===== config.mk =====
export PLATFORM = sky130hd
export DESIGN_NAME = cfsig_watchdog
export DESIGN_NICKNAME = d
export VERILOG_FILES = /design/src/rtl/cfsig_pkg.sv /design/src/rtl/cfsig_tag_decode.sv /design/src/rtl/cfsig_accum.sv /design/src/rtl/cfsig_compare.sv /design/src/rtl/cfsig_watchdog.sv
export SDC_FILE = /design/constraint.sdc
export NUM_CORES = 1
export LEC_CHECK = 0
export BUFFER_PORTS_ARGS = -buffer_cell sky130_fd_sc_hd__buf_2
export CAP_MARGIN = 30
export CORE_UTILIZATION = 35
export CTS_CLUSTER_SIZE = 28
export DETAILED_ROUTE_END_ITERATION = 10
export REMOVE_ABC_BUFFERS = 1
export SYNTH_ARGS = -nofsm -noshare
export SYNTH_HDL_FRONTEND = slang
export SYNTH_SLANG_ARGS = --single-unit

===== constraint.sdc =====
create_clock -name clk -period 3.43 [get_ports clk]
set_input_delay 0.343 -clock clk [delete_from_list [all_inputs] [get_ports clk]]
set_output_delay 0.343 -clock clk [all_outputs]
set_load 0.01 [all_outputs]

===== src/rtl/cfsig_pkg.sv =====
package cfsig_pkg;
  typedef enum logic [1:0] {
    TAG_INSN = 2'b00,
    TAG_SIG  = 2'b01,
    TAG_RSV2 = 2'b10,
    TAG_RSV3 = 2'b11
  } fetch_tag_e;
endpackage


===== src/rtl/cfsig_tag_decode.sv =====
module cfsig_tag_decode
  import cfsig_pkg::*;
(
  input  logic       fetch_valid,
  input  logic [1:0] fetch_tag,
  input  logic       monitoring,
  output logic       insn_evt,
  output logic       sig_evt,
  output logic       rsv_evt
);
  logic live;
  assign live = fetch_valid & monitoring;

  always_comb begin
    insn_evt = 1'b0;
    sig_evt  = 1'b0;
    rsv_evt  = 1'b0;
    if (live) begin
      unique case (fetch_tag_e'(fetch_tag))
        TAG_INSN: insn_evt = 1'b1;
        TAG_SIG:  sig_evt  = 1'b1;
        default:  rsv_evt  = 1'b1;
      endcase
    end
  end
endmodule


===== src/rtl/cfsig_accum.sv =====
module cfsig_accum #(
  parameter int W = 16
) (
  input  logic         clk,
  input  logic         rst_n,
  input  logic         clear,
  input  logic         add_en,
  input  logic         restart,
  input  logic [W-1:0] word,
  output logic [W-1:0] acc_cur
);
  logic [W-1:0] acc_q;
  logic [W-1:0] acc_d;

  function automatic logic [W-1:0] sig_fold(input logic [W-1:0] sum,
                                            input logic [W-1:0] w);
    return sum + w;
  endfunction

  assign acc_cur = clear ? '0 : acc_q;

  always_comb begin
    acc_d = acc_cur;
    if (restart)     acc_d = '0;
    else if (add_en) acc_d = sig_fold(acc_cur, word);
  end

  always_ff @(posedge clk) begin
    if (!rst_n) acc_q <= '0;
    else        acc_q <= acc_d;
  end
endmodule


===== src/rtl/cfsig_compare.sv =====
module cfsig_compare #(
  parameter int W = 16
) (
  input  logic         clk,
  input  logic         rst_n,
  input  logic         sig_evt,
  input  logic         rsv_evt,
  input  logic [W-1:0] ref_sig,
  input  logic [W-1:0] acc_cur,
  output logic         mismatch_evt,
  output logic         err_q,
  output logic         done_q
);
  function automatic logic sig_differs(input logic [W-1:0] a,
                                       input logic [W-1:0] b);
    return a != b;
  endfunction

  assign mismatch_evt = sig_evt & sig_differs(ref_sig, acc_cur);

  always_ff @(posedge clk) begin
    if (!rst_n) begin
      err_q  <= 1'b0;
      done_q <= 1'b0;
    end else begin
      done_q <= sig_evt;
      if (mismatch_evt || rsv_evt) err_q <= 1'b1;
    end
  end
endmodule


===== src/rtl/cfsig_watchdog.sv =====
module cfsig_watchdog #(
  parameter int W = 16
) (
  input  logic         clk,
  input  logic         rst_n,
  input  logic         start,
  input  logic         fetch_valid,
  input  logic [1:0]   fetch_tag,
  input  logic [W-1:0] fetch_word,
  output logic         force_nop,
  output logic         err_flag,
  output logic         chk_done
);
  logic         armed_q;
  logic         monitoring;
  logic         insn_evt;
  logic         sig_evt;
  logic         rsv_evt;
  logic         mismatch_evt;
  logic [W-1:0] acc_cur;

  always_ff @(posedge clk) begin
    if (!rst_n)     armed_q <= 1'b0;
    else if (start) armed_q <= 1'b1;
  end

  assign monitoring = armed_q | start;

  cfsig_tag_decode u_dec (
    .fetch_valid (fetch_valid),
    .fetch_tag   (fetch_tag),
    .monitoring  (monitoring),
    .insn_evt    (insn_evt),
    .sig_evt     (sig_evt),
    .rsv_evt     (rsv_evt)
  );

  cfsig_accum #(.W(W)) u_acc (
    .clk     (clk),
    .rst_n   (rst_n),
    .clear   (start),
    .add_en  (insn_evt),
    .restart (sig_evt),
    .word    (fetch_word),
    .acc_cur (acc_cur)
  );

  cfsig_compare #(.W(W)) u_cmp (
    .clk          (clk),
    .rst_n        (rst_n),
    .sig_evt      (sig_evt),
    .rsv_evt      (rsv_evt),
    .ref_sig      (fetch_word),
    .acc_cur      (acc_cur),
    .mismatch_evt (mismatch_evt),
    .err_q        (err_flag),
    .done_q       (chk_done)
  );

  assign force_nop = sig_evt;
endmodule


Yosys cells after proc, flatten, opt, wreduce, memory -nomap -nowiden
Cells that the tools add are included.

Bits in registers: 19. Bits of input ports: 22. Output and inout bits: 3. Logic and storage cells: 23.

Add/subtract/negate cells: 1. Eq/ne operators: 2. Muxes and demuxes: 8. Bitwise operators: 4. Reduce and logical (&&, ||, !) cells: 4.

Operators by type and width (number): $mux 16 (2); $add 16x16->16 (1); $ne 16x16->1 (1); $mux 1 (6); $reduce_or 2->1 (2); $and 1x1->1 (2); $eq 2x1->1 const B (1); $logic_not 2->1 (1); $logic_or 1x1->1 (1); $not 1->1 (1); $or 1x1->1 (1).

Logic depth before layout (Yosys ltp)
Depth after elaboration: 5. Depth in mapped cells: 10. Gate-level depth less buffers: 9.

By module
Synthesis repeated with hierarchy kept, for this count alone.

Cell total of the unflattened synthesis: 213. Area total of the unflattened synthesis: 1725.4 um^2.

By module, submodules not included: cfsig_accum (times used 1, cells each 180, area an instance 1423.9 um^2, sequential area each 320.3 um^2); cfsig_compare (times used 1, cells each 27, area an instance 239.0 um^2, sequential area each 40.0 um^2); cfsig_watchdog (times used 1, cells each 3, area an instance 33.8 um^2, sequential area each 20.0 um^2); cfsig_tag_decode (times used 1, cells each 3, area an instance 28.8 um^2, sequential area each 0.0 um^2).

Least setup slack after synthesis
OpenSTA, ideal clock, no wires.

Kind: input to register. From: in start. To: reg u_acc.acc_q[12]. Library setup time: 121 ps. Arrival: 2441 ps. Data required time: 3309 ps. Setup slack: 868 ps. Cell stages on the path: 9. Buffers on the path: 1. Cells stage by stage: clkbuf_1 > nor2b_1 > ha_1 > and3_1 > a311o_1 > or4_1 > a31oi_1 > xor2_1 > o21ai_1.

Longest elaborated chain between the ends: 4. Elaborated cells between the ends (all ways): 8. Classes of those cells: add/sub: 1; mux: 4; bitwise: 2; reduce/logical: 1.

RTL lines: from (decl) (RTL line cfsig_watchdog.sv:6) `input logic start,`; branches (longest 4 deep; another with $add 16x16->16); to (signal assigned) (RTL line cfsig_accum.sv:29) `if (!rst_n) acc_q <= '0;`; to (signal assigned) (RTL line cfsig_accum.sv:30) `else acc_q <= acc_d;`; to (decl) (RTL line cfsig_accum.sv:12) `logic [W-1:0] acc_q;`.

Parallel ways; which one is timed is not known. A chain may end at the register's enable or synchronous reset.

Worst setup path in the final report
From: reg u_acc.acc_q[0]. To: reg u_acc.acc_q[12].

Longest elaborated chain between the ends: 3.

RTL lines: $mux 16 (RTL line cfsig_accum.sv:20) `assign acc_cur = clear ? '0 : acc_q;`; $add 16x16->16 (RTL line cfsig_accum.sv:17) `return sum + w;`; $mux 16 (RTL line cfsig_accum.sv:25) `else if (add_en) acc_d = sig_fold(acc_cur, word);`.

No other way between the ends.

==> results.json <==
{
  "outcome": "finished clean",
  "drt-total-wl_mm": 3.68,
  "reg2reg_depth": 9,
  "cp-startpoint": "u_acc.acc_q[0]$_SDFF_PP0_",
  "max_stage_delay_ns": 0.48,
  "clk_latency_ns": 0.26,
  "dr.pass1.iters": 4,
  "setup_tns_ns": 0,
  "place_hpwl_mm": 2.70,
  "seqCellArea_sq_um": 380,
  "crit_buf_inv": 0,
  "fin_area_sq_um": 1730,
  "fin_ws_ns": 0.760,
  "hp-class": "in2reg",
  "synth_cell_types": 52,
  "p_leak_nw": 0.783,
  "fmax_ghz": 0.375,
  "post_drt_wl_per_cell_um": 14.3,
  "cts_resized": 0,
  "die_h_um": 68.4,
  "total_power_mw": 0.485,
  "critPathKind": "reg2reg",
  "synthesis.area_sq_um": 1540,
  "drcViolationCount": 0,
  "critPathLaunchType": "register",
  "portBuffers": 24,
  "viasPerCell": 5.41,
  "vias": 1391,
  "skew_ns": 0.00362,
  "end_kind": "register",
  "grt_usage_pct": 17.2,
  "dp_slack_ns": 0.602,
  "syn_inst": 184,
  "multi_input_area_sq_um": 1090,
  "ys_warn_count": 0,
  "dp_cells": 253,
  "dpl_cell_area_sq_um": 1680,
  "yosysSeqAreaShare_pct": 24.7,
  "grt_overflow": 0,
  "first_global_vias": 1369,
  "finalSetupViolCount": 0,
  "fin_cells": 257,
  "io_pins": 25,
  "worst_hold_slack_ns": 0.405,
  "numCtsBuffers": 3,
  "maxCapViolCount": 0,
  "holdBufCountCts": 0,
  "yosys_most_used_dff": "dfxtp_1",
  "coreArea_sq_um": 4120,
  "nNetsFinal": 246,
  "gp_congestion": 0.811,
  "regToRegSetupSlack_ns": 0.76,
  "cts_tree": "done",
  "final_core_util_pct": 41.9,
  "cts_max_path_buffers": 2,
  "fin_crit_ns": 2.67,
  "arrival_ns": 2.82,
  "layout_common_cells": "buf_2, dfxtp_1, nor2b_1, ha_1, a21oi_1",
  "ir_worst_vdd_mv": 0.103,
  "hold_viol": 0,
  "grt_first_pass_wirelength_mm": 6.02,
  "finalMaxSlewViolations": 0,
  "rr_startpoint": "u_acc.acc_q[0]$_SDFF_PP0_",
  "rsz0062_at_grt": "false",
  "endpoint": "u_acc.acc_q[12]$_SDFF_PP0_",
  "cts-root-buf": "clkbuf_8",
  "nFillCells": 450,
  "cts_sinks": 19,
  "htree_levels": 1,
  "postSynthAreaPerCell_sq_um": 8.38,
  "synth-edff-count": 0,
  "antenna_found_initial": 0,
  "ant_nets": 0,
  "post_cts_buffers": 0,
  "worstMarginPinSlew_ns": 0.528,
  "post-route-period-util_pct": 77.8,
  "areaGrowthSynthToFinish_pct": 11.8,
  "placementRows": 23,
  "drt-initial-drc-count": 71,
  "reg2reg_to": "u_acc.acc_q[12]$_SDFF_PP0_",
  "diodes": 0,
  "synthArstFlopShare_pct": 0,
  "critPathSlowestCell": "or4_1",
  "die_width_um": 68.4,
  "path_depth": 9,
  "die-area_sq_um": 4680,
  "synth-seq-cells": 19,
  "crit_path_max_fanout": 3,
  "final_common_cell": "buf_2",
  "required_ns": 3.58,
  "layout-drive-gt1-share_pct": 16.4,
  "cp_top_family": "compound AO/OA/AOI/OAI gates",
  "powerDensity_nw_per_um2": 281,
  "path_clk_slew_ns": 0.08,
  "start_util_pct": 37.5,
  "cp_cell_sequence": "nor2b_1 -> ha_1 -> fa_1 -> a21o_1 -> a311o_1 -> or4_1 -> a31oi_1 -> xor2_1 -> o21ai_1",
  "grt_max_degree": 22,
  "slew_headroom_pct": 64.8
}
## flip-flops by register name, summed over array words and instances (netlist names)
signal and count:
u_acc.acc_q 16, armed_q 1, u_cmp.done_q 1, u_cmp.err_q 1
## final cells by class
| cell class | instances | area share [%] |
|---|---|---|
| clock buffers | 3 | 2.39 |
| clock inverters | 1 | 0.290 |
| flip-flops and latches | 19 | 22.0 |
| well taps | 50 | 3.63 |
| inverters | 3 | 0.653 |
| multi-input cells | 155 | 63.2 |
| repair buffers | 26 | 7.83 |
## worst min-delay path by stage
stage / start / endpoint / slack [ns] / depth (start not counted)
floorplan: armed_q$_SDFFE_PN0P_ / armed_q$_SDFFE_PN0P_ / 0.44 / 1
global placement: u_cmp.err_q$_SDFFE_PN0P_ / u_cmp.err_q$_SDFFE_PN0P_ / 0.45 / 1
detailed placement: u_cmp.err_q$_SDFFE_PN0P_ / u_cmp.err_q$_SDFFE_PN0P_ / 0.46 / 1
CTS: fetch_tag[0] / u_cmp.done_q$_SDFF_PN0_ / 0.41 / 2
global route: fetch_tag[0] / u_cmp.done_q$_SDFF_PN0_ / 0.42 / 2
finish: fetch_tag[0] / u_cmp.done_q$_SDFF_PN0_ / 0.41 / 2
## metal layers
layer | global-route usage, % | part of all wire [%]
met1 | 21.4 | 51
met5 | 0 | 0
met4 | 5.47 | 1.0
met3 | 2.50 | 1.8
met2 | 30.1 | 46
## logic make-up after synthesis
logic type,after synthesis,share of synthesized area (%)
adder cells (fa/ha/maj),16,13.5
AND/OR/NAND/NOR,70,26.2
AO/OA/AOI/OAI,54,22.2
flip-flops,19,24.7
buffers and inverters,10,4.70
XOR/XNOR,12,6.81
multiplexers,3,1.95
## cells in the mapped netlist, types with 4 or more instances
cell       n  area (sq um)
o21a_1     4          30.0
nand3_1   12          60.1
a21o_1     7          52.6
xor2_1     7          61.3
xnor2_1    5          43.8
ha_1      15           188
o21ai_0   10          50.1
dfxtp_1   19           380
a21boi_0   4          30.0
nand2_1   10          37.5
a21oi_1   13          65.1
nor2_1     6          22.5
nor2b_1   15          93.8
## worst register-to-register path: cells and delay by family, from the launching register on
kind / cells / cell delay, ns
compound gates: 4 / 0.85
xor+xnor: 1 / 0.17
fa+ha+maj: 2 / 0.61
flops: 1 / 0.31
simple gates: 2 / 0.62
## report_power, final
part / switching, mW / internal (mW) / total [mW]
registers: 0.00149 / 0.226 / 0.227
clock network: 0.0819 / 0.0809 / 0.163
logic: 0.0546 / 0.0401 / 0.0946
total: 0.138 / 0.347 / 0.485
No activity file was read; power rests on OpenSTA's default activity.
